==> config.mk <==
export PLATFORM = sky130hd
export DESIGN_NAME = bmem_addr_unit
export DESIGN_NICKNAME = d
export VERILOG_FILES = /design/src/rtl/bmem_pkg.sv /design/src/rtl/bmem_addr_gen.sv /design/src/rtl/bmem_decode.sv /design/src/rtl/bmem_ctl_regs.sv /design/src/rtl/bmem_gpr_array.sv /design/src/rtl/bmem_addr_unit.sv
export SDC_FILE = /design/constraint.sdc
export NUM_CORES = 2
export LEC_CHECK = 0
export ABC_AREA = 1
export ABC_CLOCK_PERIOD_IN_PS = 5300
export CORE_UTILIZATION = 55
export CTS_CLUSTER_SIZE = 8
export DETAILED_ROUTE_END_ITERATION = 6
export GPL_ROUTABILITY_DRIVEN = 0
export PLACE_DENSITY = 0.7
export SLEW_MARGIN = 25
export SYNTH_ARGS = -nofsm -noshare
export SYNTH_HDL_FRONTEND = slang
export SYNTH_SLANG_ARGS = --single-unit
==> constraint.sdc <==
create_clock -name clk_i -period 5.3 [get_ports clk_i]
set_clock_uncertainty 0.2 [all_clocks]
set_input_delay 1.06 -clock clk_i [delete_from_list [all_inputs] [get_ports clk_i]]
set_output_delay 1.06 -clock clk_i [all_outputs]
set_load 0.005 [all_outputs]
==> src/rtl/bmem_pkg.sv <==
package bmem_pkg;
  localparam int unsigned BANK_SEL_W = 2;
  localparam int unsigned IBANK_BIT  = 7;
  localparam int unsigned DBANK_LSB  = 5;

  localparam logic [6:0] OFF_ALIAS  = 7'h00;
  localparam logic [6:0] OFF_STATUS = 7'h03;
  localparam logic [6:0] OFF_PTR    = 7'h04;

  typedef enum logic [2:0] {
    RGN_NONE,
    RGN_ALIAS,
    RGN_STATUS,
    RGN_PTR,
    RGN_GPR
  } region_e;
endpackage

==> src/rtl/bmem_addr_gen.sv <==
module bmem_addr_gen #(
  parameter int unsigned FIELD_W = 7,
  parameter int unsigned BSEL_W  = 2,
  localparam int unsigned PTR_W  = FIELD_W + 1,
  localparam int unsigned PHYS_W = FIELD_W + BSEL_W
) (
  input  logic [FIELD_W-1:0] field_i,
  input  logic [BSEL_W-1:0]  dbank_i,
  input  logic               ibank_i,
  input  logic [PTR_W-1:0]   ptr_i,
  output logic [PHYS_W-1:0]  phys_o,
  output logic               via_ptr_o
);
  always_comb begin
    via_ptr_o = (field_i == '0);
    if (via_ptr_o) phys_o = {ibank_i, ptr_i};
    else           phys_o = {dbank_i, field_i};
  end
endmodule

==> src/rtl/bmem_decode.sv <==
module bmem_decode
  import bmem_pkg::*;
#(
  parameter int unsigned FIELD_W   = 7,
  parameter int unsigned BSEL_W    = 2,
  parameter int unsigned GPR_LO    = 32,
  parameter int unsigned GPR_HI    = 127,
  parameter logic [(1<<BSEL_W)-1:0] BANK_EN = '1,
  localparam int unsigned PHYS_W   = FIELD_W + BSEL_W,
  localparam int unsigned DEPTH    = GPR_HI - GPR_LO + 1,
  localparam int unsigned IDX_W    = (DEPTH > 1) ? $clog2(DEPTH) : 1
) (
  input  logic [PHYS_W-1:0] phys_i,
  output region_e           region_o,
  output logic [BSEL_W-1:0] bank_o,
  output logic [IDX_W-1:0]  idx_o
);
  logic [FIELD_W-1:0] off;
  logic [FIELD_W-1:0] rel;

  assign off    = phys_i[FIELD_W-1:0];
  assign bank_o = phys_i[PHYS_W-1:FIELD_W];
  assign rel    = off - FIELD_W'(GPR_LO);
  assign idx_o  = rel[IDX_W-1:0];

  always_comb begin
    if (off == OFF_ALIAS)        region_o = RGN_ALIAS;
    else if (off == OFF_STATUS)  region_o = RGN_STATUS;
    else if (off == OFF_PTR)     region_o = RGN_PTR;
    else if (off >= FIELD_W'(GPR_LO) && off <= FIELD_W'(GPR_HI) && BANK_EN[bank_o])
                                 region_o = RGN_GPR;
    else                         region_o = RGN_NONE;
  end
endmodule

==> src/rtl/bmem_ctl_regs.sv <==
module bmem_ctl_regs #(
  parameter int unsigned DATA_W = 8
) (
  input  logic              clk_i,
  input  logic              rst_ni,
  input  logic              wr_status_i,
  input  logic              wr_ptr_i,
  input  logic [DATA_W-1:0] wdata_i,
  output logic [DATA_W-1:0] status_o,
  output logic [DATA_W-1:0] ptr_o
);
  always_ff @(posedge clk_i or negedge rst_ni) begin
    if (!rst_ni) begin
      status_o <= '0;
      ptr_o    <= '0;
    end else begin
      if (wr_status_i) status_o <= wdata_i;
      if (wr_ptr_i)    ptr_o    <= wdata_i;
    end
  end
endmodule

==> src/rtl/bmem_gpr_array.sv <==
module bmem_gpr_array #(
  parameter int unsigned DATA_W = 8,
  parameter int unsigned BSEL_W = 2,
  parameter int unsigned DEPTH  = 96,
  parameter logic [(1<<BSEL_W)-1:0] BANK_EN = '1,
  localparam int unsigned NBANK = 1 << BSEL_W,
  localparam int unsigned IDX_W = (DEPTH > 1) ? $clog2(DEPTH) : 1
) (
  input  logic              clk_i,
  input  logic              we_i,
  input  logic [BSEL_W-1:0] bank_i,
  input  logic [IDX_W-1:0]  idx_i,
  input  logic [DATA_W-1:0] wdata_i,
  output logic [DATA_W-1:0] rdata_o
);
  logic [DATA_W-1:0] bank_rd [NBANK];

  for (genvar b = 0; b < NBANK; b++) begin : g_bank
    if (BANK_EN[b]) begin : g_mem
      logic [DATA_W-1:0] mem [DEPTH];
      always_ff @(posedge clk_i) begin
        if (we_i && bank_i == BSEL_W'(b)) mem[idx_i] <= wdata_i;
      end
      assign bank_rd[b] = mem[idx_i];
    end else begin : g_void
      assign bank_rd[b] = '0;
    end
  end

  assign rdata_o = bank_rd[bank_i];
endmodule

==> src/rtl/bmem_addr_unit.sv <==
module bmem_addr_unit
  import bmem_pkg::*;
#(
  parameter int unsigned DATA_W = 8,
  parameter int unsigned GPR_LO = 32,
  parameter int unsigned GPR_HI = 127,
  parameter logic [3:0]  BANK_EN = 4'b0111,
  localparam int unsigned FIELD_W = DATA_W - 1,
  localparam int unsigned PHYS_W  = FIELD_W + BANK_SEL_W,
  localparam int unsigned DEPTH   = GPR_HI - GPR_LO + 1,
  localparam int unsigned IDX_W   = (DEPTH > 1) ? $clog2(DEPTH) : 1
) (
  input  logic               clk_i,
  input  logic               rst_ni,
  input  logic               req_i,
  input  logic               we_i,
  input  logic [FIELD_W-1:0] addr_i,
  input  logic [DATA_W-1:0]  wdata_i,
  output logic [DATA_W-1:0]  rdata_o,
  output logic [PHYS_W-1:0]  phys_addr_o
);
  logic [DATA_W-1:0]     status_q;
  logic [DATA_W-1:0]     ptr_q;
  logic                  via_ptr;
  region_e               region;
  logic [BANK_SEL_W-1:0] bank;
  logic [IDX_W-1:0]      idx;
  logic [DATA_W-1:0]     gpr_rd;
  logic                  wr;

  bmem_addr_gen #(.FIELD_W(FIELD_W), .BSEL_W(BANK_SEL_W)) u_gen (
    .field_i   (addr_i),
    .dbank_i   (status_q[DBANK_LSB +: BANK_SEL_W]),
    .ibank_i   (status_q[IBANK_BIT]),
    .ptr_i     (ptr_q),
    .phys_o    (phys_addr_o),
    .via_ptr_o (via_ptr)
  );

  bmem_decode #(
    .FIELD_W(FIELD_W), .BSEL_W(BANK_SEL_W),
    .GPR_LO(GPR_LO), .GPR_HI(GPR_HI), .BANK_EN(BANK_EN)
  ) u_dec (
    .phys_i   (phys_addr_o),
    .region_o (region),
    .bank_o   (bank),
    .idx_o    (idx)
  );

  assign wr = req_i && we_i;

  bmem_ctl_regs #(.DATA_W(DATA_W)) u_regs (
    .clk_i       (clk_i),
    .rst_ni      (rst_ni),
    .wr_status_i (wr && region == RGN_STATUS),
    .wr_ptr_i    (wr && region == RGN_PTR),
    .wdata_i     (wdata_i),
    .status_o    (status_q),
    .ptr_o       (ptr_q)
  );

  bmem_gpr_array #(
    .DATA_W(DATA_W), .BSEL_W(BANK_SEL_W), .DEPTH(DEPTH), .BANK_EN(BANK_EN)
  ) u_gpr (
    .clk_i   (clk_i),
    .we_i    (wr && region == RGN_GPR),
    .bank_i  (bank),
    .idx_i   (idx),
    .wdata_i (wdata_i),
    .rdata_o (gpr_rd)
  );

  // alias reached through the pointer falls into RGN_ALIAS and reads zero
  always_comb begin
    rdata_o = '0;
    if (req_i) begin
      unique case (region)
        RGN_STATUS: rdata_o = status_q;
        RGN_PTR:    rdata_o = ptr_q;
        RGN_GPR:    rdata_o = gpr_rd;
        default:    rdata_o = '0;
      endcase
    end
  end

  logic unused_via_ptr;
  assign unused_via_ptr = via_ptr;
endmodule

# Word-level counts from Yosys, hierarchy flattened
# Memories as Yosys holds them, arrays and structs flattened.
# Cells that the tools add are included.
[op_classes] n_shift=0 n_bitwise=1 n_lt_le_gt_ge=4 multipliers=0 eq_ne=7 n_div=0 n_reduce_logical=12 n_addsub=1 mux=18
[op_table] op="$mux 8" count=3
[op_table] op="$pmux 8 s3" count=1
[op_table] op="$bmux 8 s2" count=1
[op_table] op="$logic_not 7->1" count=2
[op_table] op="$mux 3" count=4
[op_table] op="$logic_and 1x1->1" count=9
[op_table] op="$mux 9" count=1
[op_table] op="$eq 7x2->1 const B" count=1
[op_table] op="$eq 7x3->1 const B" count=1
[op_table] op="$ge 7x6->1 const B" count=1
[op_table] op="$le 7x7->1 const B" count=1
[op_table] op="$mux 1" count=7
[op_table] op="$sub 7x6->7 const B" count=1
[op_table] op="$eq 3x2->1 const B" count=2
[op_table] op="$eq 3x3->1 const B" count=1
[op_table] op="$ge 3x3->1 const B" count=1
[op_table] op="$lt 2x3->1 const B" count=1
[op_table] op="$not 2->3" count=1
[op_table] op="$bmux 1 s2" count=1
[op_table] op="$eq 2x1->1 const B" count=1
[op_table] op="$eq 2x2->1 const B" count=1
[op_table] op="$logic_not 2->1" count=1
[word_totals] in_bits=19 latchBits=0 reg_bits=16 memories=3 rom_bits=0 out_inout_bits=17 ram_bits=2304
[memory_table] name="u_gpr.g_bank[0].g_mem.mem" depth=96 width=8 rd=1 rd_clocked_by_memory_dff=0 write_ports=1 line="bmem_gpr_array.sv:20" text="logic [DATA_W-1:0] mem [DEPTH];"
[memory_table] name="u_gpr.g_bank[1].g_mem.mem" depth=96 width=8 rd=1 rd_clocked_by_memory_dff=0 write_ports=1 line="bmem_gpr_array.sv:20"
[memory_table] name="u_gpr.g_bank[2].g_mem.mem" depth=96 width=8 rd=1 rd_clocked_by_memory_dff=0 write_ports=1 line="bmem_gpr_array.sv:20"

# Logic depth before layout (Yosys ltp)
[depth] ltp_word=14 mapped_depth=23 mapped_depth_nobuf=21

# Hierarchy
# From an unflattened synthesis, not the netlist that was laid out.
[hier_totals] hier_cells=9764 area_unflattened_um2=99827.0
[by_module_without_submodules] module="bmem_gpr_array" n_inst=1 area_each_um2=98527.0 cells_per_inst=9555
[by_module_without_submodules] module="bmem_ctl_regs" n_inst=1 area_each_um2=610.6 cells_per_inst=68
[by_module_without_submodules] module="bmem_addr_unit" n_inst=1 area_each_um2=331.6 cells_per_inst=69
[by_module_without_submodules] module="bmem_decode" n_inst=1 area_each_um2=207.7 cells_per_inst=39
[by_module_without_submodules] module="bmem_addr_gen" n_inst=1 area_each_um2=150.1 cells_per_inst=33

# Worst setup path before layout
# No wires, ideal clock.
[synth_path] path_kind="input-to-output" from="in addr_i[4]" to="out rdata_o[6]" arrival_time_ns=3.712 stages=16 setup_slack_ns=0.328 t_required_ns=4.040 cell_sequence="nor2_1 -> nand2_1 -> nor2_8 -> a21oi_1 -> inv_2 -> clkbuf_1 -> buf_1 -> ha_1 -> clkbuf_1 -> clkinv_1 -> clkbuf_1 -> a21oi_1 -> nand2_1 -> nand2_1 -> nand3_1 -> a21oi_1"
[synth_between] elab_chain_cells=12
[synth_rtl] element="from (decl)" line="bmem_addr_unit.sv:17" text="input logic [FIELD_W-1:0] addr_i,"
[synth_rtl] element="$logic_not 7->1 (*)" line="bmem_addr_gen.sv:15" text="via_ptr_o = (field_i == '0);"
[synth_rtl] element="$mux 9 (*)" line="bmem_addr_gen.sv:16" text="if (via_ptr_o) phys_o = {ibank_i, ptr_i};"
[synth_rtl] element="named net phys_addr_o[5]" line="bmem_addr_unit.sv:20" text="output logic [PHYS_W-1:0] phys_addr_o"
[synth_rtl] element="branches (longest 8 deep; another with $mem_v2 96x8)"
[synth_rtl] element="$pmux 8 s3 (*)" line="bmem_addr_unit.sv:77" text="unique case (region)"
[synth_rtl] element="$mux 8 (*)" line="bmem_addr_unit.sv:76" text="if (req_i) begin"
[synth_rtl] element="to (decl)" line="bmem_addr_unit.sv:19" text="output logic [DATA_W-1:0] rdata_o,"
# Mark *: on every way through the listed nets, which the timed path passes. The select of a mux whose other input is x is not followed.

# Worst setup path in the final report
[layout_path] from="in addr_i[4]" to="out rdata_o[3]"
[layout_between] elab_chain_cells=12
[layout_rtl] element="$logic_not 7->1" line="bmem_addr_gen.sv:15"
[layout_rtl] element="$mux 9 (*)" line="bmem_addr_gen.sv:16"
[layout_rtl] element="branches (longest 8 deep; another with $mem_v2 96x8)"
[layout_rtl] element="$pmux 8 s3 (*)" line="bmem_addr_unit.sv:77"
[layout_rtl] element="$mux 8 (*)" line="bmem_addr_unit.sv:76"
# Mark *: on every way between the ends. The select of a mux whose other input is x is not followed.

==> impl_results.html <==
<table>
<tr><th>Metric</th><th>Value</th></tr>
<tr><th colspan="2">Yosys</th></tr>
<tr><td>Most frequent cells after synthesis</td><td>2,304 x sky130_fd_sc_hd__edfxtp_1, 2,051 x sky130_fd_sc_hd__nand2_1, 1,247 x sky130_fd_sc_hd__nand3_1</td></tr>
<tr><td>Instance count of the mapped netlist</td><td>8,365</td></tr>
<tr><td>Synth cell types</td><td>37</td></tr>
<tr><td>Seq/Total Area, Yosys</td><td>72.8%</td></tr>
<tr><td>Number of nets produced by synthesis</td><td>8,386</td></tr>
<tr><td>Syn. warnings</td><td>0</td></tr>
<tr><td>Most used flip-flop cell after synthesis</td><td>sky130_fd_sc_hd__edfxtp_1</td></tr>
<tr><td>Cell with the most instances after synthesis</td><td>sky130_fd_sc_hd__edfxtp_1</td></tr>
<tr><td>FFs w/ async S/R, synth</td><td>0.690%</td></tr>
<tr><td>Most area-consuming cells after synthesis</td><td>sky130_fd_sc_hd__edfxtp_1 72%, sky130_fd_sc_hd__nand2_1 8.0%, sky130_fd_sc_hd__nand3_1 6.5%</td></tr>
<tr><td>Total standard cell area after synthesis</td><td>95,600 sq um</td></tr>
<tr><td>Syn_area_per_cell</td><td>11.4 sq um</td></tr>
<tr><td>Area share of the largest cell type after synthesis</td><td>72.3%</td></tr>
<tr><td>Post-synth EDFFs</td><td>2,304</td></tr>
<tr><td>Seq cells post-synth</td><td>2,320</td></tr>
<tr><td>Post-synthesis cell type with the largest combined area</td><td>sky130_fd_sc_hd__edfxtp_1</td></tr>
<tr><th colspan="2">Global route</th></tr>
<tr><td>Total grt overflow</td><td>0</td></tr>
<tr><td>Antenna violations before repair</td><td>5</td></tr>
<tr><td>Total GRT Usage</td><td>35.2%</td></tr>
<tr><td>Global-route wire length before repair</td><td>450,000 microns</td></tr>
<tr><td>Maximum number of pins on one net before global-route repair</td><td>135</td></tr>
<tr><td>Via count of the first global-routing pass</td><td>69,600</td></tr>
<tr><th colspan="2">Timing</th></tr>
<tr><td>F_max</td><td>0.183 GHz</td></tr>
<tr><td>Post-Route Hold Slack</td><td>290 ps</td></tr>
<tr><td>Max-slew violation total from the final report</td><td>0</td></tr>
<tr><td>Number of setup violations in the final report</td><td>7</td></tr>
<tr><td>Worst setup margin</td><td>-150 ps</td></tr>
<tr><td>Post-route fraction of the period consumed by the critical path</td><td>103%</td></tr>
<tr><td>RSZ-0062 raised after global routing</td><td>yes</td></tr>
<tr><td>Count of endpoints failing hold in the final timing report</td><td>0</td></tr>
<tr><td>Relative max-transition margin</td><td>24.7%</td></tr>
<tr><td>Fin crit period</td><td>5450 ps</td></tr>
<tr><td>Total Negative Setup Slacks</td><td>-655 ps</td></tr>
<tr><td>Worst Tran Pin Value</td><td>1130 ps</td></tr>
<tr><th colspan="2">Power and ir drop</th></tr>
<tr><td>Total chip power</td><td>42.5 mW</td></tr>
<tr><td>Sw Pwr</td><td>9.58 mW</td></tr>
<tr><td>Worst IR drop on VDD</td><td>398 uV</td></tr>
<tr><td>Internal power component</td><td>32.9 mW</td></tr>
<tr><td>Seq pwr share</td><td>47.7%</td></tr>
<tr><td>Cell Pwr Density</td><td>356 nW/um^2</td></tr>
<tr><td>Net switching share of the total power</td><td>22.6%</td></tr>
<tr><td>Power share of the combinational group</td><td>8.3%</td></tr>
<tr><td>Fraction of power consumed by the clock network</td><td>44.1%</td></tr>
<tr><td>Standby leakage power</td><td>45.0 nW</td></tr>
<tr><th colspan="2">CTS</th></tr>
<tr><td>Num Clock Sinks</td><td>2,320</td></tr>
<tr><td>H-Tree Level Count</td><td>5</td></tr>
<tr><td>TritonCTS clock tree</td><td>done</td></tr>
<tr><td>Hold buffer count at cts</td><td>0</td></tr>
<tr><td>Master cell of the clock root buffer</td><td>sky130_fd_sc_hd__clkbuf_16</td></tr>
<tr><td>Clock Path Buffers</td><td>4</td></tr>
<tr><td>CTS clk-pin slew, worst paths</td><td>50 ps</td></tr>
<tr><td>Clock latency at the later pin of the worst-skew pair</td><td>950 ps</td></tr>
<tr><td>Total clock buffers created by CTS</td><td>340</td></tr>
<tr><th colspan="2">Cells and area</th></tr>
<tr><td>Filler Cells Inserted</td><td>11,300</td></tr>
<tr><td>Total Nets Final</td><td>9,362</td></tr>
<tr><td>Final core utilization</td><td>69.3%</td></tr>
<tr><td>Count of placed standard cells in the final layout, fillers left out</td><td>11,700</td></tr>
<tr><td>Finished Cell Area</td><td>119,000 sq um</td></tr>
<tr><td>Layout cell share with drive strength beyond 1</td><td>20.4%</td></tr>
<tr><td>Layout Area Growth over Synthesis</td><td>24.7%</td></tr>
<tr><th colspan="2">Critical path</th></tr>
<tr><td>WP data arrival</td><td>4190 ps</td></tr>
<tr><td>Category of the most critical setup path</td><td>in -&gt; out</td></tr>
<tr><td>Critical path data required time</td><td>4040 ps</td></tr>
<tr><td>Crit Path Max Fanout</td><td>11</td></tr>
<tr><td>Kind of capture point of the worst setup path</td><td>output pin</td></tr>
<tr><td>Startpoint of the worst register-to-register path</td><td>u_regs.ptr_o[0]</td></tr>
<tr><td>Most prevalent standard cell on the critical path</td><td>sky130_fd_sc_hd__nand2_1</td></tr>
<tr><td>Endpoint of the worst-slack reg-to-reg timing path</td><td>u_gpr.g_bank[2].g_mem.mem[75][1]</td></tr>
<tr><td>Worst path max stage delay</td><td>250 ps</td></tr>
<tr><td>Number of buffers and inverters on the critical path</td><td>9</td></tr>
<tr><td>Count of cells along the worst register-to-register path</td><td>18</td></tr>
<tr><td>Crit path max-delay family</td><td>simple AND/OR/NAND/NOR gates</td></tr>
<tr><td>Crit path max-delay cell type</td><td>sky130_fd_sc_hd__a21oi_4</td></tr>
<tr><td>Kind of start point of the critical path</td><td>input port</td></tr>
<tr><td>Register-to-register setup slack</td><td>1040 ps</td></tr>
<tr><th colspan="2">Detailed routing</th></tr>
<tr><td>Post-detailed-route wirelength per cell</td><td>26.7 microns</td></tr>
<tr><td>Number of routed nets with antenna violations</td><td>0</td></tr>
<tr><td>DR DRC count</td><td>0</td></tr>
<tr><td>Total met3 wirelength after detailed routing</td><td>42,800 microns</td></tr>
<tr><td>Met2 Wirelength</td><td>139,000 microns</td></tr>
<tr><td>Number of vias per cell</td><td>6.18</td></tr>
<tr><td>DR top layer</td><td>met5</td></tr>
<tr><td>WL final</td><td>312,000 microns</td></tr>
<tr><td>M1 WL</td><td>110,000 microns</td></tr>
<tr><td>Vias</td><td>72,300</td></tr>
<tr><td>Violation count after the first detailed-route iteration</td><td>11,100</td></tr>
<tr><td>First-pass detailed-route iteration total</td><td>6</td></tr>
<tr><th colspan="2">Hold path</th></tr>
<tr><td>Worst hold path stage count</td><td>2</td></tr>
<tr><td>Destination of the worst hold path</td><td>u_regs.status_o[4]</td></tr>
<tr><td>Type of the most critical hold path</td><td>reg -&gt; reg</td></tr>
<tr><td>Hold Startpoint</td><td>u_regs.status_o[4]</td></tr>
<tr><th colspan="2">Floorplan</th></tr>
<tr><td>Core area</td><td>172,000 sq um</td></tr>
<tr><td>Die extent in x</td><td>419 microns</td></tr>
<tr><td>Count of boundary I/O pins</td><td>36</td></tr>
<tr><td>Initial core utilization</td><td>55.6%</td></tr>
<tr><td>Die height</td><td>419 microns</td></tr>
<tr><td>Die area</td><td>176,000 sq um</td></tr>
<tr><td>Number of placement rows</td><td>152</td></tr>
<tr><th colspan="2">Placed design</th></tr>
<tr><td>Dpl hpwl</td><td>184,000 microns</td></tr>
<tr><td>Place WS</td><td>-1220 ps</td></tr>
<tr><td>Post-detailed-placement cell area</td><td>105,000 sq um</td></tr>
<tr><td>Number of port buffers</td><td>35</td></tr>
<tr><td>Number of placed instances with taps included</td><td>11,100</td></tr>
<tr><th colspan="2">Run status</th></tr>
<tr><td>Run status</td><td>finished, violations left</td></tr>
<tr><td>Failing checks</td><td>negative setup slack</td></tr>
<tr><th colspan="2">Run</th></tr>
<tr><td>Max-capacitance violation count</td><td>0</td></tr>
</table>
state kept, by name, summed over array words and instances, names as in the netlist:
signal and count:
u_regs.status_o 8, u_regs.ptr_o 8, u_gpr.g_bank.g_mem.mem 2304
power groups by stage:
stage / clock, mW / sequential [mW] / combinational, mW
6_report: 18.7 / 20.2 / 3.52
5_1_grt: 19.4 / 20.2 / 3.64
4_1_cts: 18.7 / 20.2 / 3.29
3_5_place_dp: 0 / 20.6 / 2.79
3_3_place_gp: 0 / 20.6 / 2.75
2_1_floorplan: 0 / 20.6 / 1.22
layer usage:
layer | up-vias | track usage, %
li1 | 30800 | -
met1 | 34700 | 46.7
met2 | 5660 | 52.5
met3 | 1087 | 9.28
met4 | 7 | 20.5
met5 | - | 0
logic make-up (layout without fill, tap and decap cells):
logic type      count (synthesis)  count (layout)  synth area share [%]
fa+ha+maj                       2               2                0.0262
mux                             4               4                0.0419
other cells                     0               4                     0
simple gates                 4517            4517                  19.7
buf+inv                       876            1882                  3.91
flops                        2320            2320                  72.8
compound gates                646             646                  3.55
area by class of cell:
| type | instances | area (sq um) | area share, % |
|---|---|---|---|
| timing repair buffer | 1139 | 12500 | 10.5 |
| clock inverter | 8 | 86.3 | 0.0724 |
| multi-input combinational | 5169 | 24100 | 20.2 |
| clock buffer | 364 | 8700 | 7.30 |
| tap | 2310 | 2890 | 2.42 |
| antenna | 4 | 10.0 | 0.00839 |
| inverter | 371 | 1420 | 1.19 |
| sequential | 2320 | 69600 | 58.3 |
placed cells by master, fill, tap and decap left out, drive strengths merged:
| master | netlist | layout |
|---|---|---|
| a31oi | 2 | 2 |
| nand3b | 3 | 3 |
| clkdlybuf4s50 | 0 | 12 |
| nand4 | 37 | 37 |
| o22ai | 1 | 1 |
| or2 | 51 | 51 |
| ha | 2 | 2 |
| diode | 0 | 4 |
| mux2i | 4 | 4 |
| clkbuf | 154 | 374 |
| a221oi | 1 | 1 |
| a22o | 2 | 2 |
| nor3 | 7 | 7 |
| o21a | 22 | 22 |
| dfrtp | 16 | 16 |
| nand2 | 2066 | 2066 |
| inv | 370 | 376 |
| a21oi | 113 | 113 |
| bufinv | 0 | 1 |
| buf | 351 | 1095 |
| o211ai | 26 | 26 |
| nor2 | 1106 | 1106 |
| o21ai | 477 | 477 |
| bufbuf | 0 | 22 |
| nand3 | 1247 | 1247 |
| edfxtp | 2304 | 2304 |
| a32o | 2 | 2 |
| clkinv | 1 | 2 |
tightest hold or removal path: stages (launching register included):
cell	delay [ps]
sky130_fd_sc_hd__dfrtp_1	340
sky130_fd_sc_hd__nand2_1	50
sky130_fd_sc_hd__o21ai_0	60
worst max-delay path by stage:
| stage | startpoint | to | depth (start not counted) |
|---|---|---|---|
| after global placement | addr_i[4] | rdata_o[3] | 25 |
| after global routing | addr_i[2] | rdata_o[4] | 28 |
| after CTS | u_regs.ptr_o[0] | rdata_o[2] | 22 |
| after detailed placement | addr_i[5] | rdata_o[3] | 25 |
| after floorplan | addr_i[4] | rdata_o[6] | 16 |
| final | addr_i[4] | rdata_o[3] | 27 |
timing repair:
| action | 4_1_cts | 5_1_grt |
|---|---|---|
| setup endpoints to repair | 8 | 8 |
| resized for setup | 572 | 155 |
| pin swaps | 168 | 120 |
| cloned | 36 | 9 |
| setup buffers | 127 | 21 |
No activity file was read; power rests on OpenSTA's default activity.
